==> config.mk <==
export PLATFORM = sky130hd
export DESIGN_NAME = rxq_top
export DESIGN_NICKNAME = d
export VERILOG_FILES = /design/src/rtl/rxq_pkg.sv /design/src/rtl/rxq_mem.sv /design/src/rtl/rxq_tmo.sv /design/src/rtl/rxq_top.sv
export SDC_FILE = /design/constraint.sdc
export NUM_CORES = 1
export LEC_CHECK = 0
export ABC_AREA = 1
export BUFFER_PORTS_ARGS = -buffer_cell sky130_fd_sc_hd__buf_2
export CAP_MARGIN = 5
export CORE_UTILIZATION = 50
export CTS_CLUSTER_DIAMETER = 200
export CTS_CLUSTER_SIZE = 14
export DETAILED_ROUTE_END_ITERATION = 8
export GPL_TIMING_DRIVEN = 1
export PLACE_DENSITY = 0.64
export SLEW_MARGIN = 20
export SYNTH_ARGS = -nofsm -noshare
export SYNTH_HDL_FRONTEND = slang
export SYNTH_SLANG_ARGS = --single-unit
==> constraint.sdc <==
create_clock -name clk -period 2.5 [get_ports clk]
set_clock_uncertainty 0.05 [all_clocks]
set_input_delay 0.125 -clock clk [delete_from_list [all_inputs] [get_ports clk]]
set_output_delay 0.125 -clock clk [all_outputs]
set_load 0.005 [all_outputs]
==> src/rtl/rxq_pkg.sv <==
package rxq_pkg;
    // Kind of queue access in one cycle: {push, pop}
    typedef enum logic [1:0] {
        OP_IDLE = 2'b00,
        OP_POP  = 2'b01,
        OP_PUSH = 2'b10,
        OP_BOTH = 2'b11
    } rxq_op_e;

    localparam int RXQ_DEPTH    = 16;
    localparam int RXQ_DW       = 8;
    localparam int RXQ_LVLW     = 6;
    localparam int RXQ_TO_CHARS = 4;
endpackage

==> src/rtl/rxq_mem.sv <==
module rxq_mem #(
    parameter int DEPTH = 16,
    parameter int DW    = 8,
    localparam int AW   = $clog2(DEPTH)
) (
    input  logic          clk,
    input  logic          we,
    input  logic [AW-1:0] waddr,
    input  logic [DW-1:0] wdata,
    input  logic [AW-1:0] raddr,
    output logic [DW-1:0] rdata
);
    logic [DW-1:0] slot_q [DEPTH];

    for (genvar g = 0; g < DEPTH; g++) begin : g_slot
        always_ff @(posedge clk) begin
            if (we && waddr == AW'(g)) begin
                slot_q[g] <= wdata;
            end
        end
    end

    assign rdata = slot_q[raddr];
endmodule

==> src/rtl/rxq_tmo.sv <==
module rxq_tmo #(
    parameter int TO_CHARS = 4,
    localparam int TCW     = $clog2(TO_CHARS + 1)
) (
    input  logic clk,
    input  logic rst_n,
    input  logic restart,
    input  logic flush,
    input  logic tick,
    output logic fire
);
    typedef struct packed {
        logic           armed;
        logic [TCW-1:0] cnt;
        logic           fire;
    } tmo_t;

    tmo_t t_d, t_q;

    always_comb begin
        t_d      = t_q;
        t_d.fire = 1'b0;
        if (flush) begin
            t_d.armed = 1'b0;
            t_d.cnt   = '0;
        end else if (restart) begin
            t_d.armed = 1'b1;
            t_d.cnt   = '0;
        end else if (t_q.armed && tick) begin
            if (t_q.cnt == TCW'(TO_CHARS - 1)) begin
                t_d.fire  = 1'b1;
                t_d.armed = 1'b0;
                t_d.cnt   = '0;
            end else begin
                t_d.cnt = t_q.cnt + TCW'(1);
            end
        end
    end

    always_ff @(posedge clk or negedge rst_n) begin
        if (!rst_n) begin
            t_q <= '0;
        end else begin
            t_q <= t_d;
        end
    end

    assign fire = t_q.fire;
endmodule

==> src/rtl/rxq_top.sv <==
module rxq_top
    import rxq_pkg::*;
#(
    parameter int DEPTH    = RXQ_DEPTH,
    parameter int DW       = RXQ_DW,
    parameter int LVLW     = RXQ_LVLW,
    parameter int TO_CHARS = RXQ_TO_CHARS
) (
    input  logic            clk,
    input  logic            rst_n,
    input  logic            rx_en,
    input  logic            rx_dis,
    input  logic            rx_flush,
    input  logic            char_tick,
    input  logic [LVLW-1:0] trig_level,
    input  logic            push_valid,
    input  logic [DW-1:0]   push_data,
    input  logic            pop,
    output logic [DW-1:0]   rd_data,
    output logic            empty,
    output logic            full,
    output logic            trig,
    output logic            overrun,
    output logic            timeout
);
    localparam int AW = $clog2(DEPTH);
    localparam int CW = $clog2(DEPTH + 1);

    typedef struct packed {
        logic [CW-1:0] cnt;
        logic [AW-1:0] wp;
        logic [AW-1:0] rp;
        logic [DW-1:0] rd;
        logic          emp;
        logic          ful;
        logic          trg;
        logic          ovr;
    } st_t;

    st_t     s_d, s_q;
    rxq_op_e op;
    logic    rx_on;
    logic    we;
    logic    restart;
    logic [DW-1:0] head;

    function automatic logic [AW-1:0] nxt(input logic [AW-1:0] p);
        return (p == AW'(DEPTH - 1)) ? '0 : p + AW'(1);
    endfunction

    always_comb begin
        rx_on   = rx_en & ~rx_dis;
        op      = rxq_op_e'({rx_on & push_valid, rx_on & pop});
        s_d     = s_q;
        s_d.ovr = 1'b0;
        we      = 1'b0;
        restart = 1'b0;
        if (rx_flush) begin
            s_d.cnt = '0;
            s_d.wp  = '0;
            s_d.rp  = '0;
            s_d.emp = 1'b1;
            s_d.ful = 1'b0;
            s_d.trg = (trig_level == '0);
        end else begin
            unique case (op)
                OP_POP: begin
                    if (s_q.cnt != '0) begin
                        s_d.rd  = head;
                        s_d.rp  = nxt(s_q.rp);
                        s_d.cnt = s_q.cnt - CW'(1);
                    end else begin
                        s_d.rd = '0;
                    end
                end
                OP_PUSH: begin
                    if (s_q.cnt == CW'(DEPTH)) begin
                        s_d.ovr = 1'b1;
                    end else begin
                        we      = 1'b1;
                        restart = 1'b1;
                        s_d.wp  = nxt(s_q.wp);
                        s_d.cnt = s_q.cnt + CW'(1);
                    end
                end
                OP_BOTH: begin
                    we      = 1'b1;
                    restart = 1'b1;
                    s_d.wp  = nxt(s_q.wp);
                    if (s_q.cnt == '0) begin
                        s_d.rd  = '0;
                        s_d.cnt = CW'(1);
                    end else begin
                        s_d.rd = head;
                        s_d.rp = nxt(s_q.rp);
                    end
                end
                default: ;
            endcase
            if (op != OP_IDLE) begin
                s_d.emp = (s_d.cnt == '0);
                s_d.ful = (s_d.cnt == CW'(DEPTH));
                s_d.trg = (int'(s_d.cnt) >= int'(trig_level));
            end
        end
    end

    always_ff @(posedge clk or negedge rst_n) begin
        if (!rst_n) begin
            s_q     <= '0;
            s_q.emp <= 1'b1;
        end else begin
            s_q <= s_d;
        end
    end

    rxq_mem #(.DEPTH(DEPTH), .DW(DW)) u_mem (
        .clk   (clk),
        .we    (we),
        .waddr (s_q.wp),
        .wdata (push_data),
        .raddr (s_q.rp),
        .rdata (head)
    );

    rxq_tmo #(.TO_CHARS(TO_CHARS)) u_tmo (
        .clk     (clk),
        .rst_n   (rst_n),
        .restart (restart),
        .flush   (rx_flush),
        .tick    (char_tick),
        .fire    (timeout)
    );

    assign rd_data = s_q.rd;
    assign empty   = s_q.emp;
    assign full    = s_q.ful;
    assign trig    = s_q.trg;
    assign overrun = s_q.ovr;
endmodule

**Word level (Yosys, flattened, before mapping)**

Memories as Yosys holds them, arrays and structs flattened.
Index checks and enable logic that the tools add are counted.
Widths: inputs -> output; s select.

- Add/sub/neg operators: 5
- $lt $le $gt $ge: 1
- Equality and inequality tests: 25
- Mux-type cells: 107
- Bitwise operators: 5
- Reduce and logical (&&, ||, !) cells: 48

Operators by type and width:

| cell | number |
|---|---|
| $mux 8 | 17 |
| $reduce_or 8->1 | 15 |
| $mux 4 | 21 |
| $mux 1 | 56 |
| $eq 4x4->1 const B | 9 |
| $pmux 12 s2 | 1 |
| $mux 5 | 4 |
| $logic_and 1x1->1 | 17 |
| $eq 4x3->1 const B | 4 |
| $pmux 5 s3 | 1 |
| $mux 13 | 1 |
| $reduce_bool 3->1 | 4 |
| $eq 5x5->1 const B | 2 |
| $logic_not 5->1 | 2 |
| $mux 3 | 3 |
| $mux 9 | 1 |
| $ne 3x3->1 const B | 3 |
| $add 4x1->4 const B | 2 |
| $eq 4x2->1 const B | 2 |
| $pmux 4 s2 | 1 |
| $ge 5x6->1 | 1 |
| $logic_not 6->1 | 1 |
| $reduce_and 2->1 | 3 |
| $reduce_bool 2->1 | 3 |
| other kinds (13) | 17 |

- Flip-flop bits (word level): 30
- RAM bits: 128
- Bits of input ports: 22
- Word-level logic and storage cells: 203
- Memories kept: 1

Memories:

| memory | depth | bits a word | read ports | clocked after memory_dff | write ports | RTL line | source |
|---|---|---|---|---|---|---|---|
| u_mem.slot_q | 16 | 8 | 1 | 0 | 1 | rxq_mem.sv:13 | `logic [DW-1:0] slot_q [DEPTH];` |

**Logic depth before layout (Yosys ltp)**

Gate-level depths: netlist of the first run.

- Depth after elaboration: 25
- Mapped depth: 17
- Depth with buffers taken out: 17

**By module**

A second synthesis of the first run with hierarchy kept.

- Cells, all modules: 807
- Area, all modules: 7626.1 µm²

Modules (own cells, without submodules):

| module | times used | cells an instance | area each (µm²) | sequential area each (µm²) |
|---|---|---|---|---|
| rxq_mem | 1 | 545 | 5614.1 | 3843.7 |
| rxq_top | 1 | 231 | 1764.2 | 626.9 |
| rxq_tmo | 1 | 31 | 247.7 | 125.1 |

**Least setup slack after synthesis of the first run**

Ideal clock, no wire load.

- Path type: reg2reg
- From: register s_q[20] in the netlist's numbering
- To: register s_q, in the netlist trig
- Setup time: 126 ps
- Arrival: 2020 ps
- Required time: 2324 ps
- Slack: 304 ps
- Cell stages (with the launch flop): 16
- Clock period less this slack: 2196 ps
- Cells stage by stage: dfrtp_1 > inv_1 > ha_1 > nand2_1 > nor2_1 > nor2_2 > nand2_1 > nand3_1 > nand2_2 > inv_1 > ha_1 > a21o_1 > a22oi_1 > nand3_1 > nand2_1 > a31oi_1

- Cells in the longest elaborated chain, start to end: 7
- Elaborated cells on any way between the ends: 13
- Those cells by class: 2 x add/sub; 1 x order compare; 1 x eq/ne; 7 x mux; 2 x reduce/logical

RTL lines:

| item | RTL line | source |
|---|---|---|
| start: declaration | rxq_top.sv:40 | `st_t s_d, s_q;` |
| $add 5x1->5 (tied with other cells) | rxq_top.sv:83 | `s_d.cnt = s_q.cnt + CW'(1);` |
| $mux 9 (tied with other cells) | rxq_top.sv:77 | `if (s_q.cnt == CW'(DEPTH)) begin` |
| $pmux 5 s3 * | rxq_top.sv:66 | `unique case (op)` |
| $mux 5 * | rxq_top.sv:58 | `if (rx_flush) begin` |
| $ge 5x6->1 * | rxq_top.sv:103 | `s_d.trg = (int'(s_d.cnt) >= int'(trig_level));` |
| $mux 3 * | rxq_top.sv:100 | `if (op != OP_IDLE) begin` |
| $mux 3 * | rxq_top.sv:58 |  |

Mark *: on every way between the ends. The rest lies on a longest branch, timed or not. The select of a mux whose other input is x is not followed.
A chain may end at the register's enable or synchronous reset.

**Worst setup path after layout of the first run**

Same ends and word-level chain as after synthesis.

==> impl_metrics.py, run 1 <==
metrics = {
    "worst_setup_path": {
        "arrival_ns": 2.56,
        "cp_cell_sequence": "inv_2 -> buf_4 -> ha_4 -> nand3_1 -> nand2_1 -> inv_1 -> nand2_1 -> nand3_2 -> nand2_2 -> inv_1 -> ha_1 -> inv_1 -> nor2_2 -> o211ai_1 -> nand3_1 -> nand2_1 -> a31oi_1",
        "cp_slowest_cell": "dfrtp_1",
        "cp-end-kind": "flip-flop",
        "cp_top_family": "simple AND/OR/NAND/NOR gates",
        "path_class": "reg2reg",
        "startpoint_type": "flip-flop",
        "worst-path-buf-inv": 5,
        "cp_max_fo": 6,
        "max_stage_delay_ns": 0.41,
        "crit_required_ns": 2.79,
    },
    "global_route": {
        "grt_pass1_vias": 4962,
        "overflow": 0,
        "grt_max_degree": 81,
        "antenna_found_initial": 0,
        "grt_usage_pct": 24.10,
        "grt_pass1_wl_um": 25940,
    },
    "floorplan": {
        "dieHeight_um": 121.5,
        "num_rows": 43,
        "die_area_um2": 14750,
        "ios": 35,
        "die_x_um": 121.5,
        "initial_utilization_pct": 51.41,
        "core_um2": 13880,
    },
    "sta": {
        "fmax_mhz": 441.2,
        "fin_tns_setup_ns": 0,
        "fin_ws_ns": 0.2335,
        "slew_violations": 0,
        "max_slew_margin_pct": 49.25,
        "tightestPinTransition_ns": 0.7584,
        "hold_viol_final": 0,
        "setup_viol": 0,
        "fin_crit_sh_pct": 90.66,
        "min_period_ns": 2.266,
        "rsz0062_at_grt": "false",
    },
    "placement": {
        "portBuffers": 34,
        "place_inst": 870,
        "place_ws_ns": 0.1697,
        "detailed_place_hpwl_um": 10970,
        "globalplace.congestion": 0.8992,
    },
    "clock_network": {
        "insertion_delay_ns": 0.43,
        "clk_path_buf_depth": 2,
        "clk_pin_slew_ns": 0.06,
        "htreeDepth": 4,
        "cts_buffers": 17,
        "root_buffer": "clkbuf_16",
        "cts.sinks": 158,
        "cts_tree": "done",
    },
    "power_and_ir_drop": {
        "vdd_drop_max_uv": 438.1,
        "finalPower_w": 0.006292,
        "p_leak_nw": 3.324,
        "p_per_area_nw_per_um2": 763.1,
    },
    "worst_hold_path": {
        "worstHoldPathType": "in2reg",
    },
    "flow_run": {
        "drv_cap": 0,
    },
    "detailed_routing": {
        "vias": 4950,
        "wire_per_inst_um": 17.90,
        "drc": 0,
        "viasPerCell": 5.452,
        "drtIter0Drc": 456,
        "wl_um": 16250,
        "firstDrtPassIters": 5,
        "ant_nets": 0,
    },
    "synth": {
        "netlist_top_cells_count": "edfxtp_1 (128), nand2_1 (122), nor2_1 (88)",
        "yosysTopAreaCell": "edfxtp_1",
        "synth_edf_count": 128,
        "synth_flop_cell": "edfxtp_1",
        "async_flop_share_pct": 18.99,
        "yosysUniqueCellTypes": 39,
        "netlist_instances": 666,
        "yosysWarnings": 0,
        "synth_area_um2": 7136,
        "synth_most_common_cell": "edfxtp_1",
        "synth_top_area_share_pct": 53.87,
        "yosysSeqAreaShare_pct": 64.40,
        "ys_seq_elements": 158,
        "synth_fp_nets": 703,
        "synth_area_per_cell_um2": 10.71,
        "ys_top_cells_by_area": "edfxtp_1 (54%), dfrtp_1 (10%), nand2_1 (6.4%), nor2_1 (4.6%), o21ai_0 (3.4%)",
    },
    "finish": {
        "final_layout_size_suffix_gt1_share_pct": 17.31,
        "area_delta_synth_final_pct": 15.55,
        "nNetsFinal": 752,
        "layoutNonFillerInstCount": 908,
        "post-route-util_pct": 59.40,
        "antenna_cells": 0,
    },
    "status": {
        "status": "finished, final reports clean",
    },
}
[metrics by stage]
stage | hold WS, ns | instance area (um2)
3_3_place_gp | 0.1614 | 7520
3_5_place_dp | 0.1698 | 7520
2_1_floorplan | -0.2206 | 7136
5_1_grt | 0.03003 | 8245
6_report | 0.02505 | 8245
4_1_cts | 0.004776 | 8207
[sequential cells by signal, indices dropped and copies added, names as in the netlist]
signal	count
u_mem.slot_q	128
u_tmo.fire	1
trig	1
overrun	1
rd_data	8
s_q	13
empty	1
full	1
u_tmo.t_q	4
[logic make-up (layout without fill, tap and decap cells)]
family / count (synthesis) / in the layout / share of synthesized area, %
and+or+nand+nor: 286 / 286 / 17.83
DFF: 158 / 158 / 64.40
AOI/OAI and AO/OA: 111 / 111 / 8.960
buffers and inverters: 93 / 155 / 5.804
adders and majority gates: 15 / 15 / 2.630
xor gates and xnor gates: 3 / 3 / 0.3683
[report_power, final]
part           leakage [nW]  switching (W)  internal, W
logic                  1.47       0.000378     0.000218
registers              1.55      0.0000372      0.00290
clock network         0.307        0.00103      0.00173
total                  3.32        0.00144      0.00485
[cell usage in the layout, fill, tap and decap left out, types with 20 or more instances in the layout]
cell type	instances
nand3_1	34
a21oi_1	20
inv_1	52
edfxtp_1	128
o21ai_0	49
buf_4	25
nor2_1	87
nand2_1	121
buf_2	34
dfrtp_1	27
[what timing repair did]
action,in CTS,in global routing
gates resized for setup,0,8
hold buffers,5,0
endpoints found under the setup margin,0,1
hold endpoints to repair,31,0
buffers inserted,0,1
[metal layers]
metal  up-vias  GRT usage (%)  wire [um]
li1       2389              -          -
met1      2387          30.28       6915
met2       143          39.63       8103
met3        31          6.297        874
met4         0          9.568        357
met5         -              0          0
[final cells by class]
class,instances,area (um2)
clock buffers,20,456.7
clock inverters,12,180.2
fillers,1169,5635
inverters,59,221.5
multi-input cells,415,2156
flip-flops and latches,158,4598
well taps,180,225.2
repair buffers,64,407.9
[path summary, 6_finish.rpt]
check,startpoint,endpoint,slack (ns),depth (start not counted)
min in group asynchronous,rst_n,rd_data[0],0.24,2
max reg2reg,s_q[20],trig,0.23,17
max,s_q[20],trig,0.23,17
min,pop,overrun,0.03,2
min reg2reg,rd_data[2],rd_data[2],0.43,2
max in group asynchronous,rst_n,s_q[12],1.66,2
Note: power is estimated with default switching activity, not from simulation.
==> run 2: changes to the inputs <==
--- a/config.mk
+++ b/config.mk
@@ -8,12 +8,13 @@
 export ABC_AREA = 1
 export BUFFER_PORTS_ARGS = -buffer_cell sky130_fd_sc_hd__buf_2
 export CAP_MARGIN = 5
-export CORE_UTILIZATION = 50
+export CORE_ASPECT_RATIO = 0.7
+export CORE_UTILIZATION = 41
 export CTS_CLUSTER_DIAMETER = 200
 export CTS_CLUSTER_SIZE = 14
 export DETAILED_ROUTE_END_ITERATION = 8
-export GPL_TIMING_DRIVEN = 1
-export PLACE_DENSITY = 0.64
+export GPL_TIMING_DRIVEN = 0
+export PLACE_DENSITY = 0.54
 export SLEW_MARGIN = 20
 export SYNTH_ARGS = -nofsm -noshare
 export SYNTH_HDL_FRONTEND = slang
==> run 2 against run 1 <==
Effect of this change:
- worst setup slack got worse by 0.062 ns
- critical path depth decreased by 2
- first-iteration DRC count decreased by 8.3%
- combinational power increased by 7.4%
- cell area increased by 1.2%
- flip-flop and latch count unchanged
- sequential share of layout area decreased by 0.64 points
- clock power decreased by 3%
- global-route usage decreased by 2.3 points
- worst hold slack improved by 0.023 ns
- fmax decreased by 2.6%
- core utilization decreased by 9.3 points
- critical path type unchanged
- largest cell class unchanged
==> impl_metrics.py, run 2 (synthesis results as in run 1) <==
metrics = {
    "sta": {
        "setup_viol": 0,
        "hold_ws_ns": 0.04855,
        "max_slew_margin_pct": 52.29,
        "slew_violations": 0,
        "fin_crit_sh_pct": 93.12,
        "rsz0062_at_grt": "false",
        "min_period_ns": 2.328,
        "tightestPinTransition_ns": 0.7157,
        "hold_viol_final": 0,
        "fmax_mhz": 429.5,
        "fin_ws_ns": 0.1720,
    },
    "detailed_routing": {
        "wire_per_inst_um": 19.10,
        "wl_um": 18450,
        "drc": 0,
        "vias": 5097,
        "firstDrtPassIters": 5,
        "wl_met3_um": 1253,
        "ant_nets": 0,
        "drtIter0Drc": 418,
        "viasPerCell": 5.276,
        "highest_layer": "met4",
        "met1Wirelength_um": 9189,
        "wl_met2_um": 7810,
    },
    "worst_setup_path": {
        "path_class": "reg2reg",
        "cp_max_fo": 3,
        "max_stage_delay_ns": 0.43,
        "crit_required_ns": 2.80,
        "cp_cell_sequence": "buf_4 -> ha_1 -> nand3_1 -> nand2_1 -> nand3_1 -> nand3_2 -> nand2_1 -> inv_1 -> ha_1 -> inv_1 -> nor2_1 -> o211ai_1 -> nand3_1 -> nand2_1 -> a31oi_1",
        "cp-end-kind": "flip-flop",
        "cp_slowest_cell": "dfrtp_2",
        "worst-path-buf-inv": 3,
        "crit-reg2reg-launch": "s_q[20]",
        "arrival_ns": 2.63,
        "cp_top_family": "simple AND/OR/NAND/NOR gates",
        "startpoint_type": "flip-flop",
        "cp-startpoint": "s_q[20]",
    },
    "finish": {
        "final_layout_size_suffix_gt1_share_pct": 19.03,
        "layoutNonFillerInstCount": 966,
        "largest_register_ffs": 128,
        "nNetsFinal": 765,
        "antenna_cells": 0,
        "mostFrequentLayoutCell": "edfxtp_1",
        "finalInstanceArea_um2": 8341,
        "area_delta_synth_final_pct": 16.89,
        "layout_common_cells": "edfxtp_1 (128), nand2_1 (122), nor2_1 (72)",
        "top_register": "u_mem.slot_q",
        "post-route-util_pct": 50.12,
    },
    "worst_hold_path": {
        "worstHoldPathType": "in2reg",
        "hp-start": "push_data[5]",
    },
    "global_route": {
        "grt_pass1_vias": 4882,
        "grt_usage_pct": 21.76,
        "grt_max_degree": 31,
        "grt_pass1_wl_um": 28430,
        "overflow": 0,
        "antenna_found_initial": 1,
    },
    "floorplan": {
        "num_rows": 39,
        "die_area_um2": 17940,
        "ios": 35,
        "die_x_um": 159.7,
        "initial_utilization_pct": 42.88,
        "core_um2": 16640,
        "dieHeight_um": 112.4,
    },
    "power_and_ir_drop": {
        "seq_power_share_pct": 47.0,
        "p_leak_nw": 3.321,
        "combPwrFrac_pct": 10.2,
        "vdd_drop_max_uv": 422.9,
        "p_sw_w": 0.001535,
        "clkPwrFrac_pct": 42.8,
        "p_int_w": 0.004731,
        "swShare_pct": 24.49,
        "p_per_area_nw_per_um2": 751.3,
    },
    "placement": {
        "globalplace.congestion": 0.8549,
        "place_inst": 925,
        "portBuffers": 34,
        "detailed_place_hpwl_um": 12990,
        "post_dp_cell_area_um2": 7587,
        "place_ws_ns": -0.2014,
    },
    "clock_network": {
        "cts_tree": "done",
        "htreeDepth": 4,
        "clk_path_buf_depth": 2,
        "root_buffer": "clkbuf_16",
        "clk_pin_slew_ns": 0.07,
        "insertion_delay_ns": 0.43,
        "cts.sinks": 158,
        "cts_buffers": 17,
    },
    "status": {
        "status": "finished, final reports clean",
    },
    "flow_run": {
        "drv_cap": 0,
    },
}
-- run 2: cell types whose count changed in the layout (fill, tap and decap cells not counted), moves of 2 or more --
| cell | delta |
|---|---|
| dlygate4sd3_1 | +2 |
| clkbuf_1 | +9 |
| nor2_2 | +15 |
| buf_2 | +13 |
| clkbuf_8 | -2 |
| nor2_1 | -15 |
| buf_6 | +2 |
| buf_4 | -14 |
| inv_6 | +3 |
-- run 2: power by group through the flow --
stage	Clock [W]	Sequential, W	Combinational (W)
floorplan	0	0.00299	0.000395
global placement	0	0.00299	0.000601
detailed placement	0	0.00300	0.000615
CTS	0.00272	0.00294	0.000625
global route	0.00284	0.00295	0.000720
finish	0.00268	0.00295	0.000640
-- run 2: metrics by stage --
stage,total power [W],setup TNS (ns)
6_report,0.006266,0
5_1_grt,0.006507,0
4_1_cts,0.006284,-1.940
3_5_place_dp,0.003613,-17.13
3_3_place_gp,0.003594,-13.22
2_1_floorplan,0.003382,0
-- run 2: area by class of cell --
cell class	count	area, um2
well taps	225	281.5
multi-input cells	415	2178
inverters	59	226.5
flip-flops and latches	158	4598
repair buffers	43	255.2
plain buffers	34	192.7
clock inverters	15	182.7
fillers	1520	8299
clock buffers	17	425.4
-- run 2: what timing repair did --
item	in CTS	in global routing
hold buffers	7	0
setup endpoints to repair	129	129
endpoints found under the hold margin	33	0
gates resized for setup	15	9
buffers inserted	0	2
pin swaps	0	1
-- run 2: final timing paths --
| kind | to | slack (ns) | cells past startpoint |
|---|---|---|---|
| min reg2reg | rd_data[6] | 0.43 | 2 |
| max reg2reg | trig | 0.17 | 15 |
| max in group asynchronous | s_q[20] | 1.65 | 2 |
| max | trig | 0.17 | 15 |
| min | u_mem.slot_q[2][5] | 0.05 | 1 |
| min in group asynchronous | u_tmo.t_q[1] | 0.23 | 2 |
-- run 2: metal layers --
layer | vias up | track usage, %
li1 | 2426 | -
met2 | 135 | 30.48
met1 | 2520 | 32.74
met3 | 16 | 5.765
met4 | 0 | 6.667
met5 | - | 0
